[config.mk]
export PLATFORM = sky130hd
export DESIGN_NAME = scl_bit_timer
export DESIGN_NICKNAME = d
export VERILOG_FILES = /design/src/rtl/scl_gen_pkg.sv /design/src/rtl/scl_line_sync.sv /design/src/rtl/stretch_monitor.sv /design/src/rtl/scl_bit_timer.sv
export SDC_FILE = /design/constraint.sdc
export NUM_CORES = 1
export LEC_CHECK = 0
export ABC_AREA = 1
export ABC_CLOCK_PERIOD_IN_PS = 2200
export BUFFER_PORTS_ARGS = -buffer_cell sky130_fd_sc_hd__buf_2
export CAP_MARGIN = 15
export CORE_MARGIN = 2
export CORE_UTILIZATION = 30
export DETAILED_ROUTE_END_ITERATION = 8
export GPL_TIMING_DRIVEN = 0
export PLACE_DENSITY = 0.6
export SLEW_MARGIN = 10
export SYNTH_ARGS = -nofsm -noshare
export SYNTH_HDL_FRONTEND = slang
export SYNTH_SLANG_ARGS = --single-unit
export TNS_END_PERCENT = 20
[constraint.sdc]
create_clock -name clk -period 2.2 [get_ports clk]
set_input_delay 0 -clock clk [delete_from_list [all_inputs] [get_ports clk]]
set_output_delay 0 -clock clk [all_outputs]
set_load 0.005 [all_outputs]
[src/rtl/scl_gen_pkg.sv]
package scl_gen_pkg;

    // Phases of one bit period on the clock line.
    typedef enum logic [1:0] {
        PH_IDLE = 2'd0,
        PH_LOW  = 2'd1,
        PH_WAIT = 2'd2,
        PH_HIGH = 2'd3
    } phase_e;

endpackage

[src/rtl/scl_line_sync.sv]
// Synchronizer for the read-back SCL level. It resets to the released
// (high) level of an idle bus.
module scl_line_sync #(
    parameter int STAGES = 2
) (
    input  logic clk,
    input  logic rst_n,
    input  logic line_in,
    output logic line_s
);

    logic [STAGES-1:0] sh_d, sh_q;

    generate
        if (STAGES > 1) begin : g_multi
            always_comb sh_d = {sh_q[STAGES-2:0], line_in};
        end else begin : g_single
            always_comb sh_d = line_in;
        end
    endgenerate

    always_ff @(posedge clk or negedge rst_n) begin
        if (!rst_n) sh_q <= '1;
        else        sh_q <= sh_d;
    end

    assign line_s = sh_q[STAGES-1];

endmodule

[src/rtl/stretch_monitor.sv]
// Counts the cycles in which the released clock line still reads low.
// It raises the stretch flag past the synchronizer allowance and the
// timeout flag past the programmed limit (a limit of 0 disables it).
module stretch_monitor #(
    parameter int TO_W      = 16,
    parameter int FREE_LOWS = 2
) (
    input  logic            clk,
    input  logic            rst_n,
    input  logic            clear,
    input  logic            active,
    input  logic [TO_W-1:0] limit,
    output logic            stretch_flag,
    output logic            timeout_flag
);

    localparam logic [TO_W-1:0] FREE_CNT = TO_W'(FREE_LOWS);

    typedef struct packed {
        logic [TO_W-1:0] lows;
        logic            stretch;
        logic            tmo;
    } mon_t;

    mon_t m_d, m_q;

    always_comb begin
        m_d = m_q;
        if (clear) begin
            m_d = '0;
        end else if (active) begin
            if (m_q.lows >= FREE_CNT)
                m_d.stretch = 1'b1;
            if ((limit != '0) && (m_q.lows >= limit))
                m_d.tmo = 1'b1;
            if (m_q.lows != '1)
                m_d.lows = m_q.lows + 1'b1;
        end
    end

    always_ff @(posedge clk or negedge rst_n) begin
        if (!rst_n) m_q <= '0;
        else        m_q <= m_d;
    end

    assign stretch_flag = m_q.stretch;
    assign timeout_flag = m_q.tmo;

endmodule

[src/rtl/scl_bit_timer.sv]
// Master-side SCL bit timer. It holds the line low for at least the
// programmed low count, releases it, waits until the synchronized line
// reads high, then times the high phase.
module scl_bit_timer #(
    parameter int CNT_W       = 8,
    parameter int TO_W        = 16,
    parameter int SYNC_STAGES = 2
) (
    input  logic             clk,
    input  logic             rst_n,
    input  logic [CNT_W-1:0] low_cycles,
    input  logic [CNT_W-1:0] high_cycles,
    input  logic [TO_W-1:0]  stretch_limit,
    input  logic             bit_start,
    input  logic             scl_line,
    output logic             scl_pull,
    output logic             drive_pt,
    output logic             sample_pt,
    output logic             bit_done,
    output logic             stretch_seen,
    output logic             stretch_timeout
);

    import scl_gen_pkg::*;

    // The low phase must outlast the synchronizer so that a stale high
    // level from before the low phase cannot look like a rising edge.
    localparam logic [CNT_W-1:0] LOW_MIN  = CNT_W'(SYNC_STAGES);
    localparam logic [CNT_W-1:0] HIGH_MIN = CNT_W'(1);

    typedef struct packed {
        phase_e           phase;
        logic [CNT_W-1:0] cnt;
        logic             pull;
        logic             drv;
        logic             smp;
        logic             done;
    } tmr_t;

    tmr_t r_d, r_q;

    logic             line_s;
    logic             mon_clear;
    logic             mon_active;
    logic [CNT_W-1:0] low_eff, high_eff;
    logic [CNT_W:0]   cnt_inc;

    scl_line_sync #(.STAGES(SYNC_STAGES)) u_sync (
        .clk     (clk),
        .rst_n   (rst_n),
        .line_in (scl_line),
        .line_s  (line_s)
    );

    assign low_eff  = (low_cycles  < LOW_MIN)  ? LOW_MIN  : low_cycles;
    assign high_eff = (high_cycles < HIGH_MIN) ? HIGH_MIN : high_cycles;
    assign cnt_inc  = {1'b0, r_q.cnt} + {{CNT_W{1'b0}}, 1'b1};

    always_comb begin
        r_d       = r_q;
        r_d.drv   = 1'b0;
        r_d.smp   = 1'b0;
        r_d.done  = 1'b0;
        mon_clear = 1'b0;
        unique case (r_q.phase)
            PH_IDLE: begin
                if (bit_start) begin
                    r_d.phase = PH_LOW;
                    r_d.cnt   = '0;
                    r_d.pull  = 1'b1;
                    mon_clear = 1'b1;
                end
            end
            PH_LOW: begin
                if (r_q.cnt == '0)
                    r_d.drv = 1'b1;
                if (cnt_inc >= {1'b0, low_eff}) begin
                    r_d.phase = PH_WAIT;
                    r_d.cnt   = '0;
                    r_d.pull  = 1'b0;
                end else begin
                    r_d.cnt = cnt_inc[CNT_W-1:0];
                end
            end
            PH_WAIT: begin
                if (line_s) begin
                    r_d.phase = PH_HIGH;
                    r_d.cnt   = '0;
                    r_d.smp   = 1'b1;
                end
            end
            PH_HIGH: begin
                if (cnt_inc >= {1'b0, high_eff}) begin
                    r_d.phase = PH_IDLE;
                    r_d.cnt   = '0;
                    r_d.done  = 1'b1;
                end else begin
                    r_d.cnt = cnt_inc[CNT_W-1:0];
                end
            end
            default: r_d = '0;
        endcase
    end

    always_ff @(posedge clk or negedge rst_n) begin
        if (!rst_n) begin
            r_q.phase <= PH_IDLE;
            r_q.cnt   <= '0;
            r_q.pull  <= 1'b0;
            r_q.drv   <= 1'b0;
            r_q.smp   <= 1'b0;
            r_q.done  <= 1'b0;
        end else begin
            r_q <= r_d;
        end
    end

    assign mon_active = (r_q.phase == PH_WAIT) && !line_s;

    stretch_monitor #(.TO_W(TO_W), .FREE_LOWS(SYNC_STAGES)) u_mon (
        .clk          (clk),
        .rst_n        (rst_n),
        .clear        (mon_clear),
        .active       (mon_active),
        .limit        (stretch_limit),
        .stretch_flag (stretch_seen),
        .timeout_flag (stretch_timeout)
    );

    assign scl_pull  = r_q.pull;
    assign drive_pt  = r_q.drv;
    assign sample_pt = r_q.smp;
    assign bit_done  = r_q.done;

endmodule

==> run_results.csv, run 1 <==
group,metric,value,unit
route,vias,2662,
final_layout,nFillCells,942,
setup_path,critPathSlowestCell,"dfrtp_2",
clock_tree,clk_pin_slew,0.08,ns
final_layout,seq_area,857.1,µm²
placement,place_inst,554,
yosys,synth-seq-area-share,0.2989,
yosys,yosys.area.top_type,"dfrtp_1",
placement,gp_congestion,0.8491,
global_route,grtUsageMet2,0.2439,
floorplan,dieArea,10310,µm²
setup_path,path_cells,"ha_4 > nand3_4 > xor2_4 > ha_4 > nand2_2 > inv_2 > nand3_2 > nand3_2 > nand2_1 > nand2_1 > nand2_2 > nand3_4 > nand2_8 > nand3_1 > nand2_1",
global_route,antenna_found_initial,0,
global_route,grt_pass1_wl,11120,µm
setup_path,critPathMaxStageDelay,0.45,ns
timing,finalClockSkew,0.01091,ns
final_layout,syn_to_final_growth,27.91,%
final_layout,layout.cells.non_filler,570,
global_route,grtUsageTotal,0.1340,
final_layout,final_util,0.3953,
clock_tree,htree_levels,2,
setup_path,critPathLaunchType,"flip-flop",
timing,final-max-slew-violation-count,0,
final_layout,drive_gt1_frac,0.2630,
timing,setup_viol,0,
floorplan,initial_core_util,0.3090,
yosys,synth_top_area_share,0.2805,
timing,fmax,473.1,MHz
floorplan,core_area,9240,µm²
setup_path,path_delay_family,"simple AND/OR/NAND/NOR gates",
global_route,grt_util_met1,0.1638,
yosys,synth_area,2855,µm²
global_route,grt_max_degree,35,
yosys,synth_top_cells_by_count,"nand2_1 (92), inv_1 (71), ha_1 (41)",
clock_tree,cts_root_buf,"clkbuf_8",
clock_tree,clk-insertion-delay-late,0.29,ns
power,leakagePower,0.001869,µW
route,viasPerCell,4.670,
yosys,synthDistinctLibCells,34,
yosys,syn_inst,384,
yosys,synth_area_leaders,"dfrtp_1 (28%), ha_1 (18%), nand2_1 (12%), inv_1 (9.3%), nand3_1 (4.6%)",
setup_path,critPathArrivalTime,2.34,ns
global_route,gr-total-overflow,0,
floorplan,ios,42,
route,drt_iter0_drc,90,
floorplan,die_w,101.6,µm
global_route,grt.met3_usage,0.02692,
job,maxCapViolCount,0,
timing,tns,0,ns
route,finalWirelength,6635,µm
timing,hold_violations,0,
global_route,busiest_layer,"met2",
timing,slew_headroom,0.4895,
clock_tree,cts_tree,"done",
setup_path,worstPathRequired,2.43,ns
yosys,yosysWarnings,0,
global_route,grt_pass1_vias,2599,
timing,fin_crit,2.114,ns
timing,finalWorstSetupSlack,0.08636,ns
clock_tree,clk_path_buf_depth,2,
yosys,synth_nets,461,
clock_tree,cts_made_buffers,5,
yosys,ys.flop_type,"dfrtp_1",
setup_path,crit_buf_inv,1,
yosys,async_flop_share,1.000,
placement,dp_hpwl,5097,µm
yosys,synth_most_common_cell,"nand2_1",
floorplan,die_y,101.6,µm
run_status,status,"finished, final reports clean",
timing,timing.final.crit_share,0.9607,
min_path,hp-class,"input port to flip-flop",
placement,pre_cts_slack,-0.3890,ns
route,final_antenna_net_count,0,
yosys,synth_edf_count,0,
setup_path,critical_path.most_common_cell,"nand2_1",
timing,max_slew.worst_pin.slew,0.7658,ns
final_layout,multi_input_area,1964,µm²
route,firstDrtPassIters,4,
clock_tree,cts_sinks,34,
floorplan,rows,35,
placement,portBuffers,41,
power,fin_total_pwr,2841,µW
power,power.density,778.0,nW/µm²
yosys,syn_area_per_cell,7.436,µm²
power,peakVddDrop,0.5052,mV
setup_path,critPathCaptureType,"flip-flop",
setup_path,worst-path-max-fanout,8,
route,post_drt_wl_per_cell,11.64,µm
yosys,ys_ff_latch,34,
route,drcViolationCount,0,
timing,rsz0062_at_grt,"yes",
final_layout,nets,517,
final_layout,diodes,0,
setup_path,critical_path_class,"flip-flop to flip-flop",
setup_path,r2r_slack,0.09,ns
==> sequential cells by signal, indices dropped and copies added, names as in the netlist <==
name,flops
bit_done,1
drive_pt,1
r_q,10
sample_pt,1
scl_pull,1
u_mon.m_q,16
u_mon.stretch_flag,1
u_mon.timeout_flag,1
u_sync.sh_q,2
==> metrics by stage <==
step	hold WS (ns)	area, µm²
2_1_floorplan	-0.2956	2855
3_3_place_gp	0.1085	3222
3_5_place_dp	0.1065	3222
4_1_cts	0.1215	3433
5_1_grt	0.09172	3652
6_report	0.06311	3652
==> power breakdown <==
group / total [µW] / internal [µW] / switching, µW
logic: 1430 / 558 / 874
clock network: 492 / 252 / 241
registers: 917 / 761 / 155
==> cell families (layout without fill, tap and decap cells) <==
logic type / count (synthesis) / after routing / share of synthesized area
and+or+nand+nor: 177 / 177 / 0.2822
DFF: 34 / 34 / 0.2989
adders and majority gates: 41 / 41 / 0.1797
AOI/OAI and AO/OA: 42 / 42 / 0.08808
buffers and inverters: 75 / 132 / 0.1052
xor gates and xnor gates: 15 / 15 / 0.04601
==> cell type report <==
type,instances,area share
timing repair buffer,49,0.07503
buffer,3,0.008222
tap,129,0.04419
sequential,34,0.2347
clock buffer,6,0.02261
clock inverter,2,0.003426
inverter,72,0.07400
multi-input combinational,275,0.5379
==> path summary, 6_finish.rpt <==
check	startpoint	to	cells after the start
max in group asynchronous	rst_n	r_q[6]$_DFFE_PN0P_	2
hold / removal	bit_start	u_mon.m_q[12]$_DFFE_PN0P_	4
setup / recovery	r_q[5]$_DFFE_PN0P_	r_q[7]$_DFFE_PN0P_	15
setup reg to reg	r_q[5]$_DFFE_PN0P_	r_q[7]$_DFFE_PN0P_	15
min in group asynchronous	rst_n	r_q[4]$_DFFE_PN0P_	2
hold reg to reg	u_sync.sh_q[0]$_DFF_PN1_	u_sync.sh_q[1]$_DFF_PN1_	0
==> layout by cell type (no fill, tap or decap), types with 2 or more instances in the layout <==
cell type / netlist / final
inv_2: 1 / 6
dfrtp_1: 32 / 29
buf_2: 0 / 41
a21oi_1: 17 / 16
nor4_1: 10 / 10
nor2_1: 19 / 16
dfrtp_2: 0 / 3
inv_1: 71 / 66
nor2_2: 1 / 3
xnor2_1: 2 / 2
xor2_1: 13 / 10
nand3_1: 26 / 17
o21ai_0: 9 / 8
buf_4: 0 / 5
nand3_2: 1 / 7
dfstp_2: 2 / 2
o21ai_2: 2 / 2
nand2_4: 0 / 2
ha_1: 41 / 35
nand2_2: 2 / 9
nand4_1: 11 / 11
dlygate4sd3_1: 0 / 2
or2_2: 3 / 3
nand2_1: 92 / 82
nor3_1: 7 / 6
ha_4: 0 / 6
o31ai_1: 8 / 7
nor3_2: 1 / 2
clkbuf_8: 0 / 6
xor2_2: 0 / 2
buf_6: 1 / 2
nand3_4: 0 / 3
==> metal layers <==
metal	vias to the layer above	share of wire
met5	-	0
met4	0	0.0069
met3	8	0.043
met1	1213	0.45
met2	64	0.50
li1	1377	-
==> tightest hold or removal path: stages <==
cell and delay [ns]:
buf_2 0.11, nand2_4 0.10, nand2_1 0.08, nor2_1 0.03
==> what timing repair did <==
action | in CTS | in global routing
gates resized for setup | 14 | 42
endpoints found under the hold margin | 33 | 0
setup endpoints to repair | 11 | 20
hold buffers | 2 | 0
setup buffers | 4 | 2
pin swaps | 3 | 25
Note: power is estimated with default switching activity, not from simulation.
==> run 2: changes to the inputs <==
- ABC_CLOCK_PERIOD_IN_PS: 2200 -> 1890
- CTS_BUF_LIST: unset -> sky130_fd_sc_hd__clkbuf_16
- clock period: 2.2 -> 1.89 ns (I/O delays scaled with it)
==> run 2 against run 1 <==
  * The run now ends with negative setup slack left
  * Global-route usage is 0.052 points higher
  * Clock skew decreased by 0.0049 ns
  * Via count is 0.90% lower
  * Core utilization rose by 0.081 points
  * First-iteration DRC count is 23% higher
  * Hold slack better by 0.070 ns
  * Largest cell class unchanged
==> run_results.csv, run 2 (synthesis gave the netlist of run 1 again) <==
group,metric,value,unit
placement,gp_congestion,0.8419,
power,comb_power_share,0.426,
setup_path,critPathLaunchType,"flip-flop",
timing,finalClockSkew,0.006014,ns
final_layout,layout_common_cells,"nand2_1 (85), inv_1 (69), buf_2 (41)",
route,finalWirelength,6645,µm
setup_path,r2r_slack,-0.25,ns
clock_tree,cts_made_buffers,5,
global_route,grtUsageTotal,0.1345,
final_layout,nFillCells,921,
timing,hold_violations,0,
floorplan,ios,42,
final_layout,syn_to_final_growth,28.18,%
clock_tree,clk-insertion-delay-late,0.28,ns
power,seqPwrFrac,0.285,
setup_path,critical_path_class,"flip-flop to flip-flop",
route,final_antenna_net_count,0,
placement,pre_cts_slack,-0.3984,ns
timing,fin_crit,2.141,ns
final_layout,diodes,0,
setup_path,critPathLaunch,"r_q[4]$_DFFE_PN0P_",
timing,final-max-slew-violation-count,0,
route,drt_iter0_drc,111,
setup_path,critPathArrivalTime,2.36,ns
power,internal-power,2242,µW
timing,slew_headroom,0.4658,
timing,fmax,467.2,MHz
setup_path,critPathCaptureType,"flip-flop",
run_status,status,"finished with violations",
clock_tree,htree_levels,2,
route,drcViolationCount,0,
final_layout,drive_gt1_frac,0.2323,
floorplan,initial_core_util,0.3090,
global_route,grt_pass1_wl,11100,µm
global_route,antenna_found_initial,0,
final_layout,largest_register_ffs,16,
floorplan,die_w,101.6,µm
job,maxCapViolCount,0,
min_path,hp-class,"input port to flip-flop",
route,post_drt_wl_per_cell,11.70,µm
timing,tns,-3.898,ns
power,switching_power,1487,µW
timing,setup_viol,24,
global_route,gr-total-overflow,0,
min_path,hold_depth,4,
final_layout,nets,515,
route,vias,2638,
power,fin_total_pwr,3729,µW
global_route,grt_pass1_vias,2608,
clock_tree,cts_tree,"done",
timing,finalWorstSetupSlack,-0.2506,ns
route,firstDrtPassIters,4,
placement,portBuffers,41,
clock_tree,cts_root_buf,"clkbuf_16",
timing,rsz0062_at_grt,"yes",
timing,max_slew.worst_pin.slew,0.8013,ns
timing,timing.final.crit_share,1.133,
floorplan,rows,35,
clock_tree,cts_sinks,34,
run_status,violations,"negative setup slack",
placement,place_inst,554,
placement,dp_hpwl,5121,µm
floorplan,dieArea,10310,µm²
clock_tree,clk_path_buf_depth,2,
route,viasPerCell,4.644,
min_path,min-delay-start,"bit_start",
clock_tree,clk_pin_slew,0.06,ns
final_layout,final_common_cell,"nand2_1",
final_layout,final_util,0.3961,
power,peakVddDrop,0.6627,mV
global_route,grt_max_degree,35,
final_layout,layout.cells.non_filler,568,
final_layout,largest_register,"u_mon.m_q",
setup_path,worst-path-max-fanout,8,
setup_path,worstPathRequired,2.11,ns
power,clock_power_share,0.290,
power,swShare,0.3987,
power,power.density,1019,nW/µm²
setup_path,ff2ff_path_depth,12,
final_layout,top_regs,"u_mon.m_q (16), r_q (10), u_sync.sh_q (2)",
setup_path,rr_startpoint,"r_q[4]$_DFFE_PN0P_",
power,leakagePower,0.001885,µW
floorplan,die_y,101.6,µm
setup_path,r2r_end,"r_q[4]$_DFFE_PN0P_",
min_path,hold_end,"u_mon.m_q[12]$_DFFE_PN0P_",
floorplan,core_area,9240,µm²
-- run 2: cell count changes in the layout (fill, tap and decap cells not counted), moves of 2 or more --
cell	delta
bufinv_16	+2
clkbuf_16	+5
nand2_2	-2
clkbuf_8	-6
ha_1	+3
inv_1	+3
inv_2	-3
nand2_1	+3
ha_4	-3
-- run 2: worst max-delay path by stage --
stage,to,slack (ns),cells after the start
detailed placement,r_q[7]$_DFFE_PN0P_,-0.40,14
finish,r_q[4]$_DFFE_PN0P_,-0.25,12
floorplan,r_q[10]$_DFFE_PN0P_,-0.06,15
global route,r_q[10]$_DFFE_PN0P_,-0.38,12
CTS,r_q[7]$_DFFE_PN0P_,-0.26,15
global placement,r_q[5]$_DFFE_PN0P_,-0.38,12
-- run 2: power groups by stage --
stage	sequential [µW]	clock, µW	combinational (µW)
6_report	1060	1080	1590
5_1_grt	1090	1140	1800
4_1_cts	1060	1110	1550
3_5_place_dp	1070	0	1460
3_3_place_gp	1080	0	1420
2_1_floorplan	1030	0	1050
-- run 2: worst max-delay path: stages, from the launching register on --
cell and delay [ns]:
dfrtp_2 0.42, ha_4 0.18, nand3_4 0.11, nor2_4 0.14
xor2_2 0.21, ha_1 0.28, a21oi_1 0.16, nand2_2 0.08
nand2_2 0.09, nand3_4 0.11, nand2_8 0.14, nand3_1 0.07
nand2_1 0.08
-- run 2: repair_timing --
item | 4_1_cts | 5_1_grt
setup endpoints to repair | 22 | 28
hold endpoints to repair | 33 | 0
pin swaps | 9 | 10
gates resized for setup | 16 | 13
hold buffers | 2 | 0
setup buffers | 2 | 2
-- run 2: stage by stage --
| stage | hold slack (ns) | area [µm²] |
|---|---|---|
| 3_3_place_gp | 0.1076 | 3277 |
| 3_5_place_dp | 0.1134 | 3277 |
| 5_1_grt | 0.1677 | 3660 |
| 2_1_floorplan | -0.2956 | 2910 |
| 4_1_cts | 0.1258 | 3601 |
| 6_report | 0.1330 | 3660 |
-- run 2: area by class of cell --
class,count,area (µm²),share of cell area
flip-flops and latches,34,857.1,0.2342
well taps,129,161.4,0.04410
clock buffers,5,125.1,0.03419
inverters,72,270.3,0.07385
multi-input cells,275,1892,0.5169
repair buffers,47,255.2,0.06974
clock inverters,3,68.82,0.01880
plain buffers,3,30.03,0.008205
-- run 2: metal layers --
metal  vias to the layer above  wire (µm)  global-route usage  share of wire
li1                       1372          -                   -              -
met1                      1202       3027              0.1601           0.46
met2                        56       3284              0.2460           0.49
met3                         8        254             0.02415          0.038
met4                         0         78             0.03846          0.012
met5                         -          0                   0              0
